==> config.mk <==
export PLATFORM = sky130hd
export DESIGN_NAME = burst_dma_ctrl
export DESIGN_NICKNAME = d
export VERILOG_FILES = /design/src/rtl/burst_dma_ctrl.sv
export SDC_FILE = /design/constraint.sdc
export NUM_CORES = 1
export LEC_CHECK = 0
export ABC_AREA = 0
export ABC_CLOCK_PERIOD_IN_PS = 3400
export BUFFER_PORTS_ARGS = -buffer_cell sky130_fd_sc_hd__buf_2
export CORE_UTILIZATION = 54
export DETAILED_ROUTE_END_ITERATION = 12
export PLACE_DENSITY = 0.76
export SKIP_CTS_REPAIR_TIMING = 1
export SYNTH_ARGS = -nofsm -noshare
export SYNTH_HDL_FRONTEND = slang
export SYNTH_SLANG_ARGS = --single-unit
==> constraint.sdc <==
create_clock -name clk -period 3.4 [get_ports clk]
set_input_delay 0.34 -clock clk [delete_from_list [all_inputs] [get_ports clk]]
set_output_delay 0.34 -clock clk [all_outputs]
set_load 0.02 [all_outputs]
==> src/rtl/burst_dma_ctrl.sv <==
module burst_dma_ctrl #(
  parameter int NCH = 4,
  parameter int AW  = 16,
  parameter int CW  = 11,
  parameter int DW  = 8,
  localparam int CHW = (NCH > 1) ? $clog2(NCH) : 1
) (
  input  logic           clk,
  input  logic           rst_n,
  input  logic [NCH-1:0] dreq,
  input  logic [1:0]     cfg_op,
  input  logic [CHW-1:0] cfg_ch,
  input  logic [AW-1:0]  cfg_src,
  input  logic [AW-1:0]  cfg_dst,
  input  logic [CW-1:0]  cfg_cnt,
  input  logic [3:0]     cfg_arb,
  input  logic           cfg_sw,
  input  logic [CHW-1:0] rd_ch,
  output logic [CW-1:0]  rd_remain,
  output logic           rd_armed,
  output logic           m_req,
  output logic           m_we,
  output logic [AW-1:0]  m_addr,
  output logic [DW-1:0]  m_wdata,
  input  logic [DW-1:0]  m_rdata,
  input  logic           m_gnt,
  output logic [NCH-1:0] done,
  output logic           sw_irq
);
  localparam logic [3:0] MAXARB = 4'd10;
  localparam logic [1:0] OP_ARM = 2'd1;
  localparam logic [1:0] OP_STOP = 2'd2;

  typedef enum logic [1:0] {S_ARB, S_RD, S_WR} st_t;

  st_t            st;
  logic [CHW-1:0] cur;
  logic [CW-1:0]  beats;
  logic [DW-1:0]  data_q;
  logic [AW-1:0]  src_q [NCH];
  logic [AW-1:0]  dst_q [NCH];
  logic [CW-1:0]  rem_q [NCH];
  logic [3:0]     arb_q [NCH];
  logic [NCH-1:0] armed_q, sw_q;

  logic [NCH-1:0] elig;
  logic [CHW-1:0] pick;
  logic           any;
  logic [CW:0]    blen;
  logic [CW-1:0]  first_beats;
  logic           cfg_hits_active;

  assign elig = armed_q & (dreq | sw_q);
  assign any  = |elig;

  always_comb begin
    pick = '0;
    for (int i = NCH - 1; i >= 0; i--)
      if (elig[i]) pick = CHW'(i);
  end

  assign blen        = (CW + 1)'(1) << arb_q[pick];
  assign first_beats = ({1'b0, rem_q[pick]} < blen) ? rem_q[pick] : blen[CW-1:0];

  assign cfg_hits_active = (st != S_ARB) ? (cfg_ch == cur) : (any && cfg_ch == pick);

  assign m_req   = (st != S_ARB);
  assign m_we    = (st == S_WR);
  assign m_addr  = (st == S_WR) ? dst_q[cur] : (st == S_RD) ? src_q[cur] : '0;
  assign m_wdata = data_q;

  assign rd_remain = rem_q[rd_ch];
  assign rd_armed  = armed_q[rd_ch];

  always_ff @(posedge clk) begin
    if (!rst_n) begin
      st      <= S_ARB;
      cur     <= '0;
      beats   <= '0;
      data_q  <= '0;
      armed_q <= '0;
      sw_q    <= '0;
      done    <= '0;
      sw_irq  <= 1'b0;
      for (int i = 0; i < NCH; i++) begin
        src_q[i] <= '0;
        dst_q[i] <= '0;
        rem_q[i] <= '0;
        arb_q[i] <= '0;
      end
    end else begin
      done   <= '0;
      sw_irq <= 1'b0;
      case (st)
        S_ARB: if (any) begin
          cur   <= pick;
          beats <= first_beats;
          st    <= S_RD;
        end
        S_RD: if (m_gnt) begin
          data_q <= m_rdata;
          st     <= S_WR;
        end
        S_WR: if (m_gnt) begin
          dst_q[cur] <= dst_q[cur] + 1'b1;
          rem_q[cur] <= rem_q[cur] - 1'b1;
          beats      <= beats - 1'b1;
          st         <= (beats == 1) ? S_ARB : S_RD;
          if (rem_q[cur] == 1 && armed_q[cur]) begin
            armed_q[cur] <= 1'b0;
            if (sw_q[cur]) sw_irq <= 1'b1;
            else           done[cur] <= 1'b1;
          end
        end
        default: st <= S_ARB;
      endcase
      if (cfg_op == OP_ARM && !cfg_hits_active && cfg_cnt != 0) begin
        src_q[cfg_ch]   <= cfg_src;
        dst_q[cfg_ch]   <= cfg_dst;
        rem_q[cfg_ch]   <= cfg_cnt;
        arb_q[cfg_ch]   <= (cfg_arb > MAXARB) ? MAXARB : cfg_arb;
        sw_q[cfg_ch]    <= cfg_sw;
        armed_q[cfg_ch] <= 1'b1;
      end else if (cfg_op == OP_STOP) begin
        armed_q[cfg_ch] <= 1'b0;
      end
    end
  end

  assert_hold_under_stall_R3: assert property (@(posedge clk) disable iff (!rst_n)
    (m_req && !m_gnt) |=> (m_req && $stable(m_addr) && $stable(m_we) && $stable(m_wdata)));

  assert_gap_after_burst_R1: assert property (@(posedge clk) disable iff (!rst_n)
    (st == S_WR && m_gnt && beats == 1) |=> !m_req);

  assert_count_step_R8: assert property (@(posedge clk) disable iff (!rst_n)
    (st == S_WR && m_gnt) |=> (rem_q[cur] == $past(rem_q[cur]) - 1'b1));

  assert_done_single_R5: assert property (@(posedge clk) disable iff (!rst_n)
    (|done) |=> (done == '0));

  assert_sw_not_done_R7: assert property (@(posedge clk) disable iff (!rst_n)
    sw_irq |-> (done == '0 && !$past(sw_irq)));

  assert_read_after_arb_R2: assert property (@(posedge clk) disable iff (!rst_n)
    $rose(m_req) |-> !m_we);
endmodule

==> run metrics, run 1 <==
run status=finished, violations left; failing checks=setup timing; Max FO, Critical Path=5; Initial Util=55.9%; antenna violation net count after detailed routing=0; Worst-Skew Late Latency=0.53 ns; max-capacitance violation count=0; die height=153 um; total power=6.74 mW; Detailed Route WL=35300 um; Place WS=-0.275 ns; nets@finish=1254; Max Clock Skew=0.0156 ns; Most used DFF post-synth=edfxtp_1; Ports=112; Worst-Margin Slew=0.986 ns; Synth top area share=45.7%; Final Hold Fails=0; Endpoint, Worst Hold=m_wdata[0]; first-pass GRT wire length=53200 um; final worst setup slack=-0.167 ns; drt first pass iters=5; FP Rows=54; worst hold path cell count=3; Async SR Flop Fraction=0%; Final Wtd Congestion=0.903; CTS root buf=clkbuf_16; PortBufs=111; most common cell after layout, fill and taps aside=edfxtp_1; CTS tree=done; worst r2r path cells=15; vias in the first global route=9519; post-synth net total=1100; Core ar.=22100 um2; start of the worst register-to-register path=sw_q[1]; remaining routing DRC violations=0; Netlist cell types=74; VDD IR max=0.000354 V; WL per Instance=24.0 um; Gate Count Post-Synth=1016; dpl cells=1414; Post-synth EDFFs=188; arrival time worst endpoint=4.00 ns; H-tree depth=1; Hold Crit Class=in -> reg; register-to-register setup slack=-0.17 ns; GRT Overall Usage=29.8%; Power Density=455 nW/um2; full die area=23500 um2; # setup viols final=11; leak pwr=5.77 nW; CTS Buf Count=24; HP Start=m_rdata[0]; Fillers=1600; Finished Core Util=67.0%; tightest hold margin=0.0794 ns; Period minus WS final=3.57 ns; largest net degree at the start of global routing=73; via count=9580; Tcrit/Tclk final=105%; Clock Pin Slew Worst Setup and Hold Paths=0.06 ns; fraction of layout cells with a size suffix above 1=31.4%; ANT cells=0; total congestion overflow=0; Worst slew margin=34.0%; sequential-to-total area share from yosys stat=51.9%; Mapped Area=12300 um2; highest clock rate=280 MHz; die width=153 um; top cells by area, synth=edfxtp_1 (46%), mux4_2 (13%), dfxtp_1 (6.2%), a22o_1 (5.2%), nand2_1 (3.8%); vias per inst=6.53; area leader, netlist=edfxtp_1; Mean Syn Cell Area=12.2 um2; Yosys reg bits=226; clock sinks=226; Startpoint Class=register; Final Non-Filler Cells=1467; commonest cells after routing, fill and taps aside=edfxtp_1 (188), nand2_1 (119), buf_2 (111); Critical Path RT=3.83 ns; RSZ-0062 raised after global routing=true; Critical Path End Type=register; post-DP HPWL=23300 um; initial antenna violation count=1; Layout area overhead=19.8%; capture point of the worst reg-to-reg path=beats[2]; Setup CP Type=reg -> reg; max-slew violation count=0; Initial DRC Count=967; clock tree buffer depth=3; synth warn=0
[critical path, stage by stage, from the launching register on]
cell,delay (ns)
dfxtp_2,0.33
o21ai_4,0.16
nand2_2,0.09
a21oi_4,0.17
mux4_2,0.56
or2_4,0.26
or2_4,0.25
ha_4,0.24
a2111oi_4,0.30
o21ai_1,0.16
o21ai_2,0.14
nand2_2,0.10
o221ai_4,0.29
clkbuf_16,0.22
nand4_1,0.12
o311ai_2,0.09
[stage by stage]
stage	instance area [um2]	TNS (ns)
3_3_place_gp	13700	-1.98
5_1_grt	14800	-3.06
3_5_place_dp	13700	-2.75
6_report	14800	-1.49
4_1_cts	14400	-0.992
2_1_floorplan	12400	-0.274
[area by class of cell]
class / count / area [um2] / area share [%]
well taps: 280 / 350 / 2.37
multi-input cells: 698 / 5810 / 39.2
clock inverters: 11 / 111 / 0.753
inverters: 16 / 60.1 / 0.406
flip-flops and latches: 226 / 6420 / 43.4
repair buffers: 204 / 1390 / 9.40
clock buffers: 32 / 658 / 4.45
[power by group]
part           switching (mW)  total, mW  internal (mW)  leakage (nW)
clock network            1.06       2.57           1.51         0.379
logic                   0.554      0.973          0.419          3.12
registers              0.0651       3.19           3.13          2.27
total                    1.68       6.74           5.06          5.77
[sequential cells by signal, summed over array words and instances (netlist names), named ones only]
name / cells
done: 4
rem_q: 44
dst_q: 64
armed_q: 4
arb_q: 16
beats: 11
cur: 2
sw_q: 4
sw_irq: 1
st: 2
src_q: 64
m_wdata: 8
[worst max path at each step]
stage,depth (start not counted),from,to,slack [ns]
floorplan,7,sw_q[2],dst_q[0][0],-0.01
global placement,16,dreq[1],beats[0],-0.21
CTS,15,sw_q[1],beats[0],-0.11
detailed placement,16,dreq[1],beats[0],-0.27
finish,15,sw_q[1],beats[2],-0.17
global route,15,sw_q[1],beats[0],-0.32
[cell families (layout without fill, tap and decap cells)]
group,Yosys count,after routing,share of synthesized area [%]
flops,226,226,51.9
compound gates,219,219,13.0
xor+xnor,21,21,1.49
buf+inv,92,263,3.32
mux,76,76,13.2
fa+ha+maj,15,15,1.52
simple gates,367,367,15.5
[Yosys cell counts (all sizes together), types with 6 or more instances]
master,number
clkbuf,45
mux4,69
nor3,12
nand3,19
and2,14
o21ai,59
xor2,11
nand4,9
or3,12
inv,16
nor2b,9
edfxtp,188
and3,75
o21a,8
a22o,74
ha,15
a21boi,13
buf,31
a31oi,6
dfxtp,38
or2,9
o311ai,6
nor2,38
a21oi,18
xnor2,10
nand2,127
nand2b,16
[per-layer routing]
layer,routed length [um],vias to the layer above,share of wire [%],GRT usage (%)
met4,1420,2,4.0,12.7
met1,13300,4691,38,37.6
met5,15,-,0.043,0
met3,3100,105,8.8,5.87
li1,-,4270,-,-
met2,17400,512,49,50.2
(Power assumes the default switching activity.)
==> run 2, diff against run 1 <==
- CORE_UTILIZATION: 54 -> 40
- PLACE_DENSITY: 0.76 -> 0.6
==> run 2 against run 1 <==
Compared with the run above: the flow still finishes with violations (setup timing); critical path type unchanged; routed wire length is 6.8% higher; core utilization is 17 points lower; combinational power is 0.7% higher; maximum frequency is 0.48% lower; power is 1.7% higher; die area is 35% higher; cell count is 8.5% higher; clock skew is 0.0026 ns higher; highest routed layer unchanged; sequential power hardly changed; non-clock buffer count is 9 higher.
==> run metrics, run 2 (same netlist as run 1, synthesis figures left out) <==
run status=finished, violations left; failing checks=setup timing; Fillers=2634 (+65%); Setup CP Type=reg -> reg; Initial Util=41.1% (-15 points); vias in the first global route=9402 (-1.2%); nets@finish=1266 (+0.96%); die height=178 um (+16%); Max FO, Critical Path=5 (unchanged); total congestion overflow=0 (unchanged); final worst setup slack=-0.184 ns (-0.0172 ns); fraction of layout cells with a size suffix above 1=31.7% (+0.24 points); most common cell after layout, fill and taps aside=edfxtp_1; max-slew violation count=0 (unchanged); leak pwr=5.82 nW (+0.82%); GRT Overall Usage=24.1% (-5.7 points); arrival time worst endpoint=4.04 ns (+0.04 ns); H-tree depth=1 (unchanged); Worst-Margin Slew=1.26 ns (+0.272 ns); full die area=31600 um2 (+35%); Placed Area=13900 um2 (+1.6%); clock tree buffer depth=3 (unchanged); commonest cells after routing, fill and taps aside=edfxtp_1 (188), nand2_1 (119), buf_2 (111); largest net degree at the start of global routing=83 (+14%); RSZ-0062 raised after global routing=true; CTS Buf Count=27 (+13%); Power Density=455 nW/um2 (-0.10%); Critical Path End Type=register; Core ar.=30000 um2 (+36%); highest clock rate=279 MHz (-0.48%); remaining routing DRC violations=0 (unchanged); post-route design area=15100 um2 (+1.8%); post-DP HPWL=25700 um (+10%); initial antenna violation count=3 (+2); max-capacitance violation count=0 (unchanged); Detailed Route WL=37700 um (+6.8%); VDD IR max=0.000337 V (-4.9%); Worst-Skew Late Latency=0.55 ns (+0.02 ns); CTS tree=done; Critical Path RT=3.86 ns (+0.03 ns); Final Hold Fails=0 (unchanged); FP Rows=63 (+17%); Tcrit/Tclk final=105% (+0.51 points); vias per inst=5.98 (-8.4%); CTS root buf=clkbuf_16; Startpoint Class=register; total power=6.85 mW (+1.7%); clock sinks=226 (unchanged); Max Clock Skew=0.0182 ns (+0.00263 ns); Final Wtd Congestion=0.920 (+2.0%); Largest regs=dst_q: 64 flops, src_q: 64 flops, rem_q: 44 flops; Hold Crit Class=in -> reg; Period minus WS final=3.58 ns (+0.0172 ns); via count=9518 (-0.65%); first-pass GRT wire length=56300 um (+5.8%); PortBufs=111 (unchanged); die width=178 um (+16%); Layout area overhead=22.0%; # setup viols final=11 (unchanged); Initial DRC Count=887 (-8.3%); drt first pass iters=5 (unchanged); antenna violation net count after detailed routing=0 (unchanged); Worst slew margin=15.8% (-18 points); WL per Instance=23.7 um (-1.5%); Place WS=-0.275 ns (+0.000211 ns); Clock Pin Slew Worst Setup and Hold Paths=0.06 ns (about the same); Ports=112 (unchanged)
run 2: per-stage QoR:
step	TNS (ns)	instances	hold slack [ns]	utilization (%)
final	-1.43	1591	0.0567	50.2
after global routing	-3.16	1591	0.0577	50.2
after CTS	-2.05	1578	0.0262	48.9
after detailed placement	-2.78	1531	0.455	46.2
after global placement	-1.86	1531	0.453	46.2
after floorplan	-0.274	1016	0.485	-
run 2: worst max-delay path, cell delays in order, from the launching register on:
cell       delay (ns)
dfxtp_1          0.41
o21ai_4          0.10
buf_4            0.14
buf_4            0.14
a31oi_1          0.24
nor2_1           0.12
a221oi_2         0.32
buf_4            0.20
nand2b_1         0.15
ha_1             0.27
nand3_2          0.10
nor3_2           0.05
a2111oi_2        0.38
nand2_2          0.11
o221ai_4         0.31
clkbuf_16        0.22
nand2_2          0.05
a31oi_1          0.18
run 2: final cells by class:
cell class / count / area (um2) / share of cell area, %
Antenna cell: 1 / 2.50 / 0.0166
Multi-Input combinational cell: 698 / 5810 / 38.6
Inverter: 16 / 60.1 / 0.399
Tap cell: 390 / 488 / 3.24
Sequential cell: 226 / 6420 / 42.6
Clock inverter: 10 / 88.8 / 0.590
Timing Repair Buffer: 213 / 1480 / 9.83
Clock buffer: 37 / 713 / 4.73
run 2: path summary, 6_finish.rpt:
| kind | from | endpoint | slack [ns] | cells past startpoint |
|---|---|---|---|---|
| setup reg to reg | armed_q[1] | beats[1] | -0.18 | 17 |
| hold reg to reg | m_wdata[4] | m_wdata[4] | 0.46 | 2 |
| hold / removal | m_rdata[2] | m_wdata[2] | 0.06 | 3 |
| setup / recovery | armed_q[1] | beats[1] | -0.18 | 17 |
run 2: power by group:
group / total [mW] / internal, mW / switching, mW
Combinational: 0.980 / 0.417 / 0.563
Sequential: 3.19 / 3.13 / 0.0656
Clock: 2.68 / 1.54 / 1.14
Total: 6.85 / 5.09 / 1.77
run 2: layer usage:
layer,part of all wire [%],GRT usage (%),vias to the layer above
met5,0.061,0,-
met4,2.2,7.30,4
met3,9.0,4.41,56
met2,48,38.9,450
met1,41,32.9,4710
li1,-,-,4298
==> run 3, diff against run 2 <==
- CELL_PAD_IN_SITES_DETAIL_PLACEMENT: unset -> 1
- CELL_PAD_IN_SITES_GLOBAL_PLACEMENT: unset -> 1
- CORE_UTILIZATION: 40 -> 44
- PLACE_DENSITY: 0.6 -> 0.76
==> run 3 against run 2 <==
Compared with the run above: the run still ends with setup timing left; worst hold slack got worse by 0.010 ns; critical path depth decreased by 1; core utilization increased by 5.1 points; register-to-register slack got worse by 0.14 ns; routed wire length increased by 9.9%; critical path type unchanged; largest cell class unchanged; largest power group unchanged.
==> run metrics, run 3 (same netlist as run 1, synthesis figures left out) <==
# setup viols final=11 (unchanged); Max Clock Skew=0.0112 ns (-0.00708 ns); Worst path slowest cell=mux4_2; total power=6.79 mW (-0.86%); Startpoint Class=register; post-route design area=15100 um2 (about the same); initial antenna violation count=0 (-3); largest net degree at the start of global routing=66 (-20%); total congestion overflow=0 (unchanged); Initial Util=45.3% (+4.2 points); Layout area overhead=22.0% (about the same); Final Wtd Congestion=0.952 (+3.5%); clock tree buffer depth=3 (unchanged); failing checks=setup timing; vias per inst=6.28 (+4.9%); ANT cells=0 (-1); Core ar.=27300 um2 (-9.3%); run status=finished, violations left; CTS tree=done; CTS Buf Count=25 (-7.4%); die width=170 um (-4.6%); CTS root buf=clkbuf_16; final setup TNS=-2.60 ns (-1.17 ns); Buf/Inv on CP=3 (-1); Ports=112 (unchanged); Detailed Route WL=41400 um (+9.9%); Comb power frac=15.2% (+0.9 points); Critical Path End Type=register; Worst-Skew Late Latency=0.55 ns (about the same); Net Sw Frac=26.6% (+0.85 points); Final Hold Fails=0 (unchanged); arrival time worst endpoint=4.17 ns (+0.13 ns); critical path's top delay family=compound AO/OA/AOI/OAI gates; WL per Instance=26.4 um (+11%); Period minus WS final=3.73 ns (+0.145 ns); GRT Overall Usage=28.6% (+4.5 points); CP Cell Sequence=o21ai_4, buf_4, a21oi_4, mux4_2, or2_4, or2_4, ha_4, a2111oi_4, o21ai_1, o21ai_1, nand2_1, o221ai_4, buf_6, clkbuf_16, nand4_1, o311ai_1; fraction of layout cells with a size suffix above 1=31.9% (+0.27 points); Worst-Margin Slew=0.891 ns (-0.368 ns); sw power=1.81 mW (+2.4%); commonest cells after routing, fill and taps aside=edfxtp_1 (188), nand2_1 (121), buf_2 (111); clock sinks=226 (unchanged); drt first pass iters=5 (unchanged); remaining routing DRC violations=0 (unchanged); VDD IR max=0.000490 V (+45%); nets@finish=1263 (-0.24%); RSZ-0062 raised after global routing=true; final worst setup slack=-0.328 ns (-0.145 ns); Clock Pin Slew Worst Setup and Hold Paths=0.06 ns (about the same); vias in the first global route=10.1k (+7.2%); Power Density=451 nW/um2 (-0.87%); FP Rows=60 (-4.8%); Final Non-Filler Cells=1568 (-1.4%); highest clock rate=268 MHz (-3.9%); max-capacitance violation count=0 (unchanged); Hold Crit Class=in -> reg; Largest regs=dst_q: 64 flops, src_q: 64 flops, rem_q: 44 flops; part of the power in registers=47.0% (+0.4 points); first-pass GRT wire length=61300 um (+8.8%); Setup CP Type=reg -> reg; Placed Area=13900 um2 (about the same); antenna violation net count after detailed routing=0 (unchanged); most common cell after layout, fill and taps aside=edfxtp_1; slowest stage delay, CP=0.56 ns (+0.15 ns); Clk pwr share=37.8% (-1.3 points); Initial DRC Count=775 (-13%); die height=170 um (-4.6%); Critical Path RT=3.84 ns (-0.02 ns); PortBufs=111 (unchanged); dpl cells=1510 (-1.4%); Worst slew margin=40.6% (+25 points); via count=9843 (+3.4%); full die area=28700 um2 (-9.0%); Max FO, Critical Path=5 (unchanged); max-slew violation count=0 (unchanged); post-DP HPWL=27200 um (+6.2%); H-tree depth=1 (unchanged); leak pwr=5.85 nW (+0.53%); Tcrit/Tclk final=110% (+4.3 points); internal power=4.99 mW (-2.0%)
==> run 3: cell count changes in the layout (fill, tap and decap cells not counted), sizes merged <==
| cell | change |
|---|---|
| clkbuf | -2 |
| diode | -1 |
| inv | -1 |
| bufinv | -1 |
| clkinv | +1 |
| buf | -1 |
==> run 3: worst paths after layout <==
kind,startpoint,endpoint,slack (ns),cells after the start
min,m_rdata[6],m_wdata[6],0.05,3
min reg2reg,m_wdata[3],m_wdata[3],0.47,2
max reg2reg,sw_q[3],beats[8],-0.33,16
max,sw_q[3],beats[8],-0.33,16
==> run 3: final cells by class <==
| cell class | count | area (um2) |
|---|---|---|
| fillers | 2794 | 12200 |
| flip-flops and latches | 226 | 6420 |
| multi-input cells | 698 | 5820 |
| repair buffers | 212 | 1550 |
| clock buffers | 35 | 691 |
| well taps | 372 | 465 |
| clock inverters | 9 | 62.6 |
| inverters | 16 | 60.1 |
==> run 3: power by group through the flow <==
stage	Sequential, mW	Clock [mW]	Combinational (mW)
after floorplan	3.23	0	0.504
after global placement	3.24	0	0.858
after detailed placement	3.25	0	0.873
after CTS	3.19	2.60	0.881
after global routing	3.20	2.69	1.09
final	3.19	2.57	1.03
==> run 3: worst min-delay path, cell delays in order <==
cell,delay (ns)
buf_2,0.09
nand3_1,0.05
a21boi_0,0.07
==> run 3: per-stage QoR <==
step	hold slack, ns	utilization [%]	setup WS (ns)
finish	0.0462	55.3	-0.328
global route	0.0632	55.3	-0.455
CTS	0.0463	53.7	-0.302
detailed placement	0.464	51.0	-0.351
global placement	0.448	51.0	-0.197
floorplan	0.485	-	-0.0102
==> run 3: metal layers <==
layer | global-route usage, % | up-vias | wire (um)
met4 | 12.5 | 0 | 1720
met2 | 48.6 | 370 | 20300
met1 | 36.4 | 5084 | 17000
met5 | 0 | - | 0
met3 | 4.17 | 104 | 2360
li1 | - | 4285 | -
